File: src/rtl/ps2_scan_rx.sv
module ps2_scan_rx #(
  parameter int FILT_LEN    = 8,
  parameter int TIMEOUT_CYC = 20000
) (
  input  logic       clk,
  input  logic       rst_n,
  input  logic       ps2_clk_i,
  input  logic       ps2_dat_i,
  output logic       evt_valid,
  output logic [7:0] evt_code,
  output logic       evt_release,
  output logic       evt_extended,
  output logic       err_strobe
);
  localparam int FW = $clog2(FILT_LEN + 1);
  localparam int TW = $clog2(TIMEOUT_CYC + 1);

  logic [1:0]    kc_s, kd_s;
  logic          kc_f, kc_fd;
  logic [FW-1:0] fcnt;
  logic [3:0]    bcnt;
  logic [TW-1:0] tcnt;
  logic [9:0]    sh;
  logic          ext_p, rel_p;

  wire       fall       = kc_fd & ~kc_f;
  wire       frame_done = fall && (bcnt == 4'd10);
  wire [7:0] code       = sh[8:1];
  wire       frame_ok   = ~sh[0] & (^sh[9:1]) & kd_s[1];

  always_ff @(posedge clk) begin
    if (!rst_n) begin
      kc_s  <= 2'b11;
      kd_s  <= 2'b11;
      kc_f  <= 1'b1;
      kc_fd <= 1'b1;
      fcnt  <= '0;
    end else begin
      kc_s  <= {kc_s[0], ps2_clk_i};
      kd_s  <= {kd_s[0], ps2_dat_i};
      kc_fd <= kc_f;
      if (kc_s[1] == kc_f)
        fcnt <= '0;
      else if (fcnt == FW'(FILT_LEN - 1)) begin
        kc_f <= kc_s[1];
        fcnt <= '0;
      end else
        fcnt <= fcnt + 1'b1;
    end
  end

  always_ff @(posedge clk) begin
    if (!rst_n) begin
      bcnt <= '0;
      tcnt <= '0;
      sh   <= '0;
    end else if (fall) begin
      tcnt <= '0;
      bcnt <= (bcnt == 4'd10) ? 4'd0 : bcnt + 4'd1;
      sh   <= {kd_s[1], sh[9:1]};
    end else if (bcnt != 4'd0 && kc_f) begin
      if (tcnt == TW'(TIMEOUT_CYC)) begin
        bcnt <= '0;
        tcnt <= '0;
      end else
        tcnt <= tcnt + 1'b1;
    end else
      tcnt <= '0;
  end

  always_ff @(posedge clk) begin
    if (!rst_n) begin
      evt_valid    <= 1'b0;
      evt_code     <= '0;
      evt_release  <= 1'b0;
      evt_extended <= 1'b0;
      err_strobe   <= 1'b0;
      ext_p        <= 1'b0;
      rel_p        <= 1'b0;
    end else begin
      evt_valid  <= 1'b0;
      err_strobe <= 1'b0;
      if (frame_done) begin
        if (!frame_ok) begin
          err_strobe <= 1'b1;
          ext_p      <= 1'b0;
          rel_p      <= 1'b0;
        end else if (code == 8'hE0)
          ext_p <= 1'b1;
        else if (code == 8'hF0)
          rel_p <= 1'b1;
        else begin
          evt_valid    <= 1'b1;
          evt_code     <= code;
          evt_extended <= ext_p;
          evt_release  <= rel_p;
          ext_p        <= 1'b0;
          rel_p        <= 1'b0;
        end
      end
    end
  end
endmodule


File: config.mk
export PLATFORM = sky130hd
export DESIGN_NAME = ps2_scan_rx
export DESIGN_NICKNAME = d
export VERILOG_FILES = /design/src/rtl/ps2_scan_rx.sv
export SDC_FILE = /design/constraint.sdc
export NUM_CORES = 1
export LEC_CHECK = 0
export BUFFER_PORTS_ARGS = -buffer_cell sky130_fd_sc_hd__buf_4
export CAP_MARGIN = 20
export CORE_MARGIN = 2
export CORE_UTILIZATION = 25
export DETAILED_ROUTE_END_ITERATION = 7
export HOLD_SLACK_MARGIN = 0.15
export REMOVE_ABC_BUFFERS = 1
export SYNTH_ARGS = -nofsm -noshare
export SYNTH_HDL_FRONTEND = slang
export SYNTH_SLANG_ARGS = --single-unit
File: constraint.sdc
create_clock -name clk -period 6.25 [get_ports clk]
set_clock_uncertainty 0.05 [all_clocks]
set_input_delay 1.25 -clock clk [delete_from_list [all_inputs] [get_ports clk]]
set_output_delay 1.25 -clock clk [all_outputs]
set_load 0.02 [all_outputs]
== Word-level counts from Yosys, hierarchy flattened ==
Index checks and enable logic that the tools add are counted.

* Bitwise operators: 12
* Reductions and logical operators: 15
* Equality and inequality tests: 8
* Muxes and demuxes: 12
* $add $sub $neg: 3

{| class="wikitable"
|+ Operators with widths
! operator !! number
|-
| $eq 8x8->1 const B || 2
|-
| $mux 4 || 4
|-
| $add 15x1->15 const B || 1
|-
| $eq 15x15->1 const B || 1
|-
| $reduce_and 2->1 || 5
|-
| $not 1->1 || 9
|-
| $reduce_xor 9->1 || 1
|-
| $add 4x1->4 const B || 2
|-
| $mux 1 || 8
|-
| $reduce_or 4->1 || 2
|-
| $eq 4x3->1 const B || 1
|-
| $eq 4x4->1 const B || 1
|-
| $reduce_and 4->1 || 1
|-
| $reduce_bool 2->1 || 2
|-
| $reduce_bool 4->1 || 1
|-
| $and 1x1->1 || 3
|-
| $ne 3x3->1 const B || 1
|-
| $reduce_or 3->1 || 1
|-
| $logic_and 1x1->1 || 2
|-
| $ne 2x2->1 const B || 1
|-
| $eq 1x1->1 || 1
|}

* Output and inout port bits: 12
* Register bits: 53

== Longest topological paths before layout ==
* Word-level depth: 5
* Mapped depth: 8

== Worst setup path before layout ==
Ideal clock, no wire load.

* Path type: input -> register
* From: in rst_n
* To: reg tcnt[10]
* Cell stages on the path: 5
* Path buffers: 2
* Data required time: 6,136 ps
* Path slack: 3,836 ps
* Arrival time: 2,300 ps
* Path through: clkinv_1 > or3b_2 > clkbuf_1 > buf_2 > nor2_1

* Word-level cells in the longest chain between the ends: 2

{| class="wikitable"
|+ RTL lines
! element !! line !! text
|-
| start: declaration || 6 || <nowiki>input logic rst_n,</nowiki>
|-
| $not 1->1 (no line) || - ||
|-
| $reduce_or 4->1 (no line) || - ||
|-
| end signal: assignment || 66 || <nowiki>tcnt <= tcnt + 1'b1;</nowiki>
|-
| end: declaration || 22 || <nowiki>logic [TW-1:0] tcnt;</nowiki>
|}

Every way passes these cells.
A chain may end at the register's enable or synchronous reset.

== Worst setup path in the final report ==
* From: in rst_n
* To: reg tcnt[14]

Same word-level chain as after synthesis.

==> results_dict.tcl <==
set metrics [dict create \
    final-setup-viol-count 0 \
    clk_pin_slew_ps 90 \
    die_h_um 101 \
    fill_cells 955 \
    grt_pass1_vias 1692 \
    path_max_fanout 29 \
    drt_iter0_drc 84 \
    p_leak_nw 0.938 \
    status "finished clean" \
    final_layout_size_suffix_gt1_frac 0.105 \
    core_area_sq_mm 0.00915 \
    maxSlewHeadroom 0.546 \
    grt_max_degree 30 \
    arrival_ps 2980 \
    die_w_um 101 \
    worstMarginPinSlew_ps 681 \
    fmaxAchievable_ghz 0.358 \
    initial_utilization 0.256 \
    drcViolationCount 0 \
    yosysTopAreaCell "dfxtp_1" \
    cts-root-buf "clkbuf_8" \
    cpMaxStageDelayCell "or3b_2" \
    fin_hold_ws_ps 357 \
    finalHoldViolCount 0 \
    crit_path_start_kind "primary input" \
    synth_seq_cells 53 \
    ys_top_cells_by_area "dfxtp_1, nand2_1, ha_1" \
    place_congestion 0.804 \
    synth_compound_area_frac 0.0823 \
    grt_util_all_layers 0.0889 \
    htreeDepth 2 \
    cts_buffer_depth 2 \
    p_per_area_mw_per_mm2 201 \
    ant_nets 0 \
    yosys_most_used_dff "dfxtp_1" \
    top_level_ports 16 \
    cap_violations 0 \
    vias_per_cell 4.52 \
    ys_seq_area_frac 0.453 \
    netlist_instances 265 \
    wl_per_cell_um 10.8 \
    final_nets 291 \
    cts_setup_buffers 0 \
    antenna_found_initial 0 \
    max_stage_delay_ps 780 \
    cts_resized 0 \
    final.setup.tns_ps 0 \
    clock-sinks 53 \
    cts-hold-fix-buffers 0 \
    path_cells "buf_4 -> clkinv_1 -> or3b_2 -> a21oi_1" \
    overflow 0 \
    cts_made_buffers 5 \
    synth.distinct_cells 40 \
    post-dp-hpwl_um 2910 \
    wl_um 4180 \
    io_buffers 15 \
    endpoint_kind "register" \
    layout_min_cycle_time_ps 2790 \
    syn_to_final_growth_pct 12.9 \
    n_antenna_cell 0 \
    rsz0062_at_grt "no" \
    yosys.area_share.adder 0.0588 \
    routed-via-count 1754 \
    firstDrtPassIters 4 \
    synth_top_cells_by_count "dfxtp_1, nand2_1, nor2_1" \
    synth_edf_count 0 \
    synthMuxAreaShare 0.0427 \
    synth_top_area_share 0.453 \
    synthSimpleGateAreaFrac 0.238 \
    synth.most_common_cell "dfxtp_1" \
    synth.yosys.warnings 0 \
    finalCritPeriodShare 0.447 \
    async_flop_share 0 \
    final_max_slew_viol_count 0 \
    required_ps 6430 \
    die-area_sq_mm 0.0102 \
    cts_tree "yes" \
    insertion_delay_ps 300 \
    grt_pass1_wl_um 7290 \
    ir_worst_vdd_v 0.0000859 \
    row_count 35 \
    syn_area_sq_mm 0.00234 \
    synth_xor_area_frac 0.0775 \
    min_path_type "reg -> reg" \
    syn_avg_cell_area_sq_um 8.84 \
    synth_top_family_by_area "simple AND/OR/NAND/NOR gates" \
    path_class "in -> reg" \
]
[registers in the layout (all words and copies together), names as in the netlist]
name and count:
rel_p 1, err_strobe 1, evt_extended 1, kd_s 2
kc_f 1, fcnt 4, kc_fd 1, evt_code 8
tcnt 15, ext_p 1, sh 10, bcnt 4
kc_s 2, evt_valid 1, evt_release 1
[layout make-up]
type	count	area (sq um)	area share
clock inverters	2	10.0	0.00378
multi-input cells	184	1170	0.444
well taps	111	139	0.0525
flip-flops and latches	53	1060	0.401
inverters	15	56.3	0.0213
repair buffers	17	131	0.0497
clock buffers	6	72.6	0.0274
[cell usage in the layout, fill, tap and decap left out, drive strengths merged, types with 6 or more instances in the layout]
cell and count:
a21oi 14, nand3 8, inv 14, nand2 47
xor2 14, buf 17, nand4 9, ha 11
dfxtp 53, mux2i 10, nor2 19, clkbuf 6
[critical path, delay by kind of cell]
family / cells / cell delay, ps
AO/OA/AOI/OAI: 1 / 170
buffers and inverters: 2 / 770
AND/OR/NAND/NOR: 1 / 780
[kinds of logic after synthesis]
family | count (synthesis)
flops | 53
buf+inv | 28
simple gates | 113
compound gates | 31
xor+xnor | 19
fa+ha+maj | 11
mux | 10
[per-layer routing]
layer  up-vias  global-route usage  wire length [um]
met2        20               0.151              1950
met5         -                   0                 0
met3         5              0.0236               152
met4         0              0.0348                60
li1        912                   -                 -
met1       817               0.106              2010
[power breakdown]
group / internal [mW] / total, mW / leakage (nW) / switching [mW]
registers: 0.339 / 0.339 / 0.428 / 0.000528
logic: 0.00234 / 0.00804 / 0.465 / 0.00570
clock network: 0.0779 / 0.186 / 0.0450 / 0.108
[path summary, 6_finish.rpt]
path                           start                  endpoint  slack [ps]  depth (start not counted)
setup / recovery               rst_n       tcnt[14]$_SDFF_PP0_        3460                          4
hold / removal    kd_s[0]$_SDFF_PN1_        kd_s[1]$_SDFF_PN1_         360                          1
setup reg to reg  sh[5]$_SDFFE_PN0P_  evt_code[0]$_SDFFE_PN0P_        3920                          7
hold reg to reg   kd_s[0]$_SDFF_PN1_        kd_s[1]$_SDFF_PN1_         360                          1
[through the flow]
stage	instances	cell area [sq um]	util	power (mW)	worst slack, ps
3_3_place_gp	379	2550	0.279	0.355	3170
4_1_cts	387	2630	0.288	0.544	3440
2_1_floorplan	252	2290	-	0.350	3510
6_report	388	2650	0.289	0.533	3460
5_1_grt	388	2650	0.289	0.557	3270
3_5_place_dp	379	2550	0.279	0.356	3100
Note: power is estimated with default switching activity, not from simulation.
